<file path="config.mk">
export PLATFORM = sky130hd
export DESIGN_NAME = plat_ctl_regs
export DESIGN_NICKNAME = d
export VERILOG_FILES = /design/src/rtl/plat_ctl_pkg.sv /design/src/rtl/plat_ctl_decode.sv /design/src/rtl/plat_ctl_rdmux.sv /design/src/rtl/plat_ctl_rstgen.sv /design/src/rtl/plat_ctl_regs.sv
export SDC_FILE = /design/constraint.sdc
export NUM_CORES = 1
export LEC_CHECK = 0
export CAP_MARGIN = 40
export CORE_MARGIN = 2
export CORE_UTILIZATION = 25
export DETAILED_ROUTE_END_ITERATION = 8
export HOLD_SLACK_MARGIN = 0.15
export PLACE_DENSITY = 0.79
export SKIP_LAST_GASP = 1
export SLEW_MARGIN = 30
export SYNTH_ARGS = -nofsm -noshare
export SYNTH_HDL_FRONTEND = slang
export SYNTH_SLANG_ARGS = --single-unit
export TNS_END_PERCENT = 50
</file>
<file path="constraint.sdc">
create_clock -name clk -period 1.65 [get_ports clk]
set_input_delay 0.33 -clock clk [delete_from_list [all_inputs] [get_ports clk]]
set_output_delay 0.33 -clock clk [all_outputs]
set_load 0.01 [all_outputs]
</file>
<file path="src/rtl/plat_ctl_pkg.sv">
package plat_ctl_pkg;

   localparam int unsigned WORD_SIZE_CODE = 2;

   localparam logic [15:0] OFS_SOFTRST  = 16'h0010;
   localparam logic [15:0] OFS_MEMSTAT  = 16'h0014;
   localparam logic [15:0] OFS_CLKDIV   = 16'h0030;
   localparam logic [15:0] OFS_BUILD    = 16'h0034;
   localparam logic [15:0] OFS_MEMCFG   = 16'h0038;

   localparam logic [31:0] MEMSTAT_WORD = 32'h0000_0005;
   localparam logic [31:0] BUILD_WORD   = 32'h0000_000E;

   typedef enum logic [2:0] {
      RS_ZERO,
      RS_MEMSTAT,
      RS_CLKDIV,
      RS_BUILD,
      RS_MEMCFG
   } rsel_e;

   typedef struct packed {
      logic  rd_fire;
      logic  rst_hit;
      rsel_e sel;
   } dec_t;

endpackage

</file>
<file path="src/rtl/plat_ctl_decode.sv">
module plat_ctl_decode
   import plat_ctl_pkg::*;
#(
   parameter int unsigned ADDR_W = 32,
   parameter int unsigned OFFS_W = 16,
   parameter int unsigned SIZE_W = 2
) (
   input  logic              req_valid,
   input  logic              req_write,
   input  logic [SIZE_W-1:0] req_size,
   input  logic [ADDR_W-1:0] req_addr,
   output dec_t              dec
);
   localparam int unsigned PAD_W = 16 - OFFS_W;

   if (OFFS_W > 16 || OFFS_W < 6) begin : g_bad_offs
      $error("plat_ctl_decode: OFFS_W must be 6..16");
   end
   if (ADDR_W < OFFS_W) begin : g_bad_addr
      $error("plat_ctl_decode: ADDR_W below OFFS_W");
   end

   logic [15:0] offs;
   logic        word_ok;

   if (PAD_W == 0) begin : g_full
      assign offs = req_addr[15:0];
   end else begin : g_pad
      assign offs = {{PAD_W{1'b0}}, req_addr[OFFS_W-1:0]};
   end

   assign word_ok = (req_size == SIZE_W'(WORD_SIZE_CODE));

   always_comb begin
      dec.rd_fire = req_valid && !req_write;
      dec.rst_hit = req_valid && req_write && word_ok && (offs == OFS_SOFTRST);
      dec.sel     = RS_ZERO;
      if (word_ok) begin
         unique case (offs)
            OFS_MEMSTAT: dec.sel = RS_MEMSTAT;
            OFS_CLKDIV:  dec.sel = RS_CLKDIV;
            OFS_BUILD:   dec.sel = RS_BUILD;
            OFS_MEMCFG:  dec.sel = RS_MEMCFG;
            default:     dec.sel = RS_ZERO;
         endcase
      end
   end
endmodule

</file>
<file path="src/rtl/plat_ctl_rdmux.sv">
module plat_ctl_rdmux
   import plat_ctl_pkg::*;
#(
   parameter int unsigned DATA_W = 32,
   parameter int unsigned FREQ_W = 8,
   parameter int unsigned GIB_W  = 4
) (
   input  rsel_e             sel,
   input  logic [FREQ_W-1:0] tmr_mhz,
   input  logic [GIB_W-1:0]  mem_gib,
   output logic [DATA_W-1:0] word
);
   if (DATA_W != 32) begin : g_bad_data
      $error("plat_ctl_rdmux: DATA_W must be 32");
   end
   if (FREQ_W > 8 || FREQ_W == 0) begin : g_bad_freq
      $error("plat_ctl_rdmux: FREQ_W must be 1..8");
   end
   if (GIB_W > 4 || GIB_W == 0) begin : g_bad_gib
      $error("plat_ctl_rdmux: GIB_W must be 1..4");
   end

   logic [7:0]  mhz_f;
   logic [3:0]  gib_f;
   logic [31:0] clk_word;
   logic [31:0] cfg_word;

   assign mhz_f    = 8'(tmr_mhz);
   assign gib_f    = 4'(mem_gib);
   assign clk_word = {8'h01, 8'h01, mhz_f, 8'h01};
   assign cfg_word = {16'h0000, 12'hFFF, gib_f};

   always_comb begin
      unique case (sel)
         RS_MEMSTAT: word = MEMSTAT_WORD;
         RS_CLKDIV:  word = clk_word;
         RS_BUILD:   word = BUILD_WORD;
         RS_MEMCFG:  word = cfg_word;
         default:    word = '0;
      endcase
   end
endmodule

</file>
<file path="src/rtl/plat_ctl_rstgen.sv">
module plat_ctl_rstgen #(
   parameter int unsigned DATA_W  = 32,
   parameter int unsigned RST_BIT = 4
) (
   input  logic              clk,
   input  logic              rst_n,
   input  logic              hit,
   input  logic [DATA_W-1:0] wdata,
   output logic              pulse
);
   if (RST_BIT >= DATA_W) begin : g_bad_bit
      $error("plat_ctl_rstgen: RST_BIT outside data word");
   end

   always_ff @(posedge clk) begin
      if (!rst_n) pulse <= 1'b0;
      else        pulse <= hit && wdata[RST_BIT];
   end
endmodule

</file>
<file path="src/rtl/plat_ctl_regs.sv">
module plat_ctl_regs
   import plat_ctl_pkg::*;
#(
   parameter int unsigned ADDR_W  = 32,
   parameter int unsigned DATA_W  = 32,
   parameter int unsigned OFFS_W  = 16,
   parameter int unsigned SIZE_W  = 2,
   parameter int unsigned FREQ_W  = 8,
   parameter int unsigned GIB_W   = 4,
   parameter int unsigned RST_BIT = 4,
   parameter bit          RD_HOLD = 1'b1
) (
   input  logic              clk,
   input  logic              rst_n,
   input  logic              req_valid,
   input  logic              req_write,
   input  logic [SIZE_W-1:0] req_size,
   input  logic [ADDR_W-1:0] req_addr,
   input  logic [DATA_W-1:0] req_wdata,
   input  logic [FREQ_W-1:0] tmr_mhz,
   input  logic [GIB_W-1:0]  mem_gib,
   output logic              rd_valid,
   output logic [DATA_W-1:0] rd_data,
   output logic              rst_req
);
   dec_t              dec;
   logic [DATA_W-1:0] word;

   plat_ctl_decode #(
      .ADDR_W(ADDR_W), .OFFS_W(OFFS_W), .SIZE_W(SIZE_W)
   ) u_dec (
      .req_valid(req_valid), .req_write(req_write),
      .req_size(req_size), .req_addr(req_addr), .dec(dec)
   );

   plat_ctl_rdmux #(
      .DATA_W(DATA_W), .FREQ_W(FREQ_W), .GIB_W(GIB_W)
   ) u_mux (
      .sel(dec.sel), .tmr_mhz(tmr_mhz), .mem_gib(mem_gib), .word(word)
   );

   plat_ctl_rstgen #(
      .DATA_W(DATA_W), .RST_BIT(RST_BIT)
   ) u_rst (
      .clk(clk), .rst_n(rst_n), .hit(dec.rst_hit),
      .wdata(req_wdata), .pulse(rst_req)
   );

   always_ff @(posedge clk) begin
      if (!rst_n) rd_valid <= 1'b0;
      else        rd_valid <= dec.rd_fire;
   end

   if (RD_HOLD) begin : g_hold
      always_ff @(posedge clk) begin
         if (!rst_n)           rd_data <= '0;
         else if (dec.rd_fire) rd_data <= word;
      end
   end else begin : g_clear
      always_ff @(posedge clk) begin
         if (!rst_n || !dec.rd_fire) rd_data <= '0;
         else                        rd_data <= word;
      end
   end
endmodule

</file>
==> results by stage <==
Route:
- In the detailed route, the total length drawn on met2 is 1220 µm.
- The met3 wire length is roughly 230 µm.
- The pre-antenna-repair detailed-routing pass consisted of 4 iterations.
- The number of vias in the routed layout is 883.
- The wire length after detailed routing is 2420 µm.
- The final routed wire length divided by cell count is roughly 11 µm.
- The initial detailed-routing violation count is 37.
- The detailed router used layers up to and including met4.
- The number of nets with antenna violations after routing is 0.
- After detailed routing, the wire length on met1 is approximately 950 µm.
- Using the TritonRoute via totals, the vias-per-cell ratio works out to ~4.2.
- After detailed routing, the number of remaining DRC violations is 0.

Floorplanning:
- The floorplan step defined a die boundary enclosing slightly below 4000 µm².
- In this run the core area contains 21 standard-cell rows.
- In this run the count of I/O pins placed on the die edge is approximately 120.
- The floorplan step set the die height to 63.0 µm.
- The area of the placeable core is around 3300 µm².
- The die is between 60 and 70 µm wide.
- The effective utilization at floorplan is 0.261.

Critical path:
- STA classifies the critical path startpoint as a primary input.
- The critical path goes through clkdlybuf4s50_1 > or4_4 > nor2_8 > nand4_4 > o21ai_1.
- The start of the worst register-to-register path is rd_data[7]$_SDFFE_PN0P_.
- The maximum fanout along the worst path is 5.
- The number of cell instances on the worst register-to-register path is 2.
- Counting both buffers and inverters, the worst setup path holds a total of 1.
- The cell family contributing the most delay on the critical path is simple AND/OR/NAND/NOR gates.
- The register-to-register path setup slack is ~1.0 ns.
- STA classifies the critical path endpoint as a flip-flop.
- On the critical path, the stage with the largest delay is an instance of or4_4.
- The endpoint required time on the critical path is approximately 1.9 ns.
- The critical path arrival is 1.85 ns.
- In this run the critical register-to-register path is captured at rd_data[7]$_SDFFE_PN0P_.
- In this design, the stage delay of the slowest critical-path cell is about 0.57 ns.
- The worst setup path category is in2reg.

Layout:
- The number of nets in the final layout is about 250.
- The fraction of final layout cells with drive strength greater than 1 is 0.139.
- The finished cells cover 1500 µm².
- The post-route core utilization is 0.451.
- The growth of design area from synthesis to finish is 72.9%.
- The antenna cell count is 0.
- The final standard cell count with taps included and fillers excluded is 211.

Synth:
- The count of distinct cell types in the synthesized netlist is 28.
- Of the total synthesized cell area, the portion taken by AND, OR, NAND and NOR gates is 0.335.
- In this run, synthesis produced a sequential element count of 16.
- The cell count after synthesis is ~100.
- The fraction of the mapped netlist area in compound gates is 0.104.
- The share of the Yosys chip area taken by registers is 0.368.
- The cell area after synthesis is 870 µm².
- The synthesized design contains 0 enable-type register cells.
- Counting flops with an async set or reset pin after synthesis yields a share of 0.
- The parity-gate share of the synthesized area counting xor and xnor cells is 0.
- Yosys printed 0 warnings.
- The share of synthesized area spent on multiplexers is 0.0115.
- The post-synthesis adder-cell area fraction is 0.
- The prevailing post-synth register cell is dfxtp_1.
- The mean post-synth cell area is between 8 and 9 µm².
- By area, the combinational part of the netlist is dominated by simple AND/OR/NAND/NOR gates.

Min path:
- Counting instances, the worst hold path has a depth of 2.
- The sink of the worst hold path is rd_data[8]$_SDFFE_PN0P_.
- In this run the most critical hold path is launched from rd_data[8]$_SDFFE_PN0P_.
- The worst hold path belongs to the class reg2reg.

Timing:
- The relative slew slack is 0.658.
- The transition time at the pin with the least slew margin is between 0.5 and 0.6 ns.
- For this run, the top clock speed supported by timing is 0.613 GHz.
- The tightest hold margin is 0.451 ns.
- Setup repair after global routing could not meet its margin everywhere.
- The number of failing setup endpoints in the final timing report is 0.
- Counting I/O delays and the setup requirement, the final critical path takes approximately 1.6 ns.
- The post-route fraction of the period consumed by the critical path is 0.989.
- The final number of max-transition violations is 0.
- The setup TNS is 0 ns.
- The number of hold violations in the final report was 0.
- The maximum clock skew at final layout is 0 ns.

GRT:
- The global-route wire length before repair is approximately 3700 µm.
- The number of antenna violations at the first check in global routing was 0.
- The number of global-route vias before repair is 821.
- The largest net degree at the start of global routing is 14.
- The overall fraction of global-route tracks in use is 0.121.
- The total congestion overflow after global routing is 0.

Placement:
- Once placement finished, the instance area stood at roughly 1400 µm².
- The total half-perimeter wirelength after legalization and detailed placement is 1790 µm.
- The congestion estimate from routability-driven global placement came to 0.786.
- The cell count after placement is 204.
- Port buffering added 54 buffers.

CTS:
- The clock input transition at the sequential cells of the worst setup and hold paths is ~0.090 ns.
- The maximum level of the CTS H-tree is 1.
- The total number of clock tree sinks is 16.
- TritonCTS built the clock tree.
- The later pin in the worst-skew pair is clocked with a latency of 0.28 ns.
- Counting along the longest clock path gives a buffer depth of 2.
- In this run, CTS created clock tree buffers numbering 3.
- CTS placed an instance of clkbuf_4 at the clock tree root.

Run status:
- The run finished with clean final reports.

Pwr:
- The leakage power figure is roughly 0.63 nW.
- Dividing total power by cell area gives a power density of around 500 nW/µm².
- The peak supply drop is 0.274 mV.

Flow run:
- The count of maximum capacitance violations is 0.
==> metal layers <==
metal,GRT usage,up-vias
li1,-,446
met1,0.123,392
met2,0.214,43
met3,0.0595,2
met4,0.0361,0
met5,0,-
==> registers in the layout, indices dropped and copies added (netlist names) <==
signal and count:
rd_data 14, rd_valid 1, u_rst.pulse 1
==> cells in the final DEF (no fill, tap or decap), types with 3 or more instances in the layout <==
master / n
clkbuf_4: 3
nand2_1: 14
nand4_1: 3
buf_4: 12
inv_1: 3
conb_1: 14
clkdlybuf4s50_1: 54
nor3b_1: 3
nor2_1: 9
o21ai_1: 9
dfxtp_1: 16
==> Yosys cell counts, types with 2 or more instances <==
library cell,count,share of area
nor2b_1,2,0.014
dfxtp_1,16,0.37
inv_1,3,0.013
nor2_1,9,0.039
or4_4,2,0.026
nand2_1,14,0.060
nand3_1,2,0.012
nand4_1,3,0.022
nor3b_1,3,0.026
o21ai_1,9,0.052
buf_4,18,0.16
o31ai_1,3,0.026
o21ai_0,2,0.012
clkbuf_1,2,0.0086
==> metrics by stage <==
step | power (mW) | setup WS (ns)
after floorplan | 0.469 | 0.224
after global placement | 0.551 | -0.276
after detailed placement | 0.553 | -0.301
after CTS | 0.758 | 0.00390
after global routing | 0.789 | -0.0127
final | 0.747 | 0.0181
==> cell type report <==
type,count,area [µm²]
clock buffers,3,22.5
flip-flops and latches,16,320
multi-input cells,77,462
fillers,345,1830
repair buffers,66,631
inverters,3,11.3
well taps,46,57.6
==> power breakdown <==
part	total, mW	switching [mW]	internal (mW)
combinational	0.160	0.0639	0.0963
sequential	0.387	0.000186	0.387
clock	0.200	0.115	0.0846
==> worst min-delay path, cell delays in order, from the launching register on <==
cell and delay, ns:
dfxtp_1 0.32, nand2_1 0.05, o21ai_1 0.05
==> how the worst max path moves through the flow <==
stage                 startpoint                       end  cells after the start
CTS                 req_addr[10]  rd_data[13]$_SDFFE_PN0P_                      5
global route         req_addr[6]  rd_data[14]$_SDFFE_PN0P_                      5
finish               req_addr[6]  rd_data[13]$_SDFFE_PN0P_                      5
floorplan           req_addr[10]   rd_data[0]$_SDFFE_PN0P_                      4
global placement    req_addr[10]  rd_data[13]$_SDFFE_PN0P_                      5
detailed placement  req_addr[10]  rd_data[13]$_SDFFE_PN0P_                      5
==> logic make-up after synthesis <==
kind of cell | Yosys count
other cells | 1
buf+inv | 23
compound gates | 16
simple gates | 45
flops | 16
mux | 1
==> timing repair <==
item,CTS,global route
hold buffers,0,0
resized for setup,0,1
setup buffers,0,3
setup endpoints to repair,0,10
No activity file was read; power rests on OpenSTA's default activity.
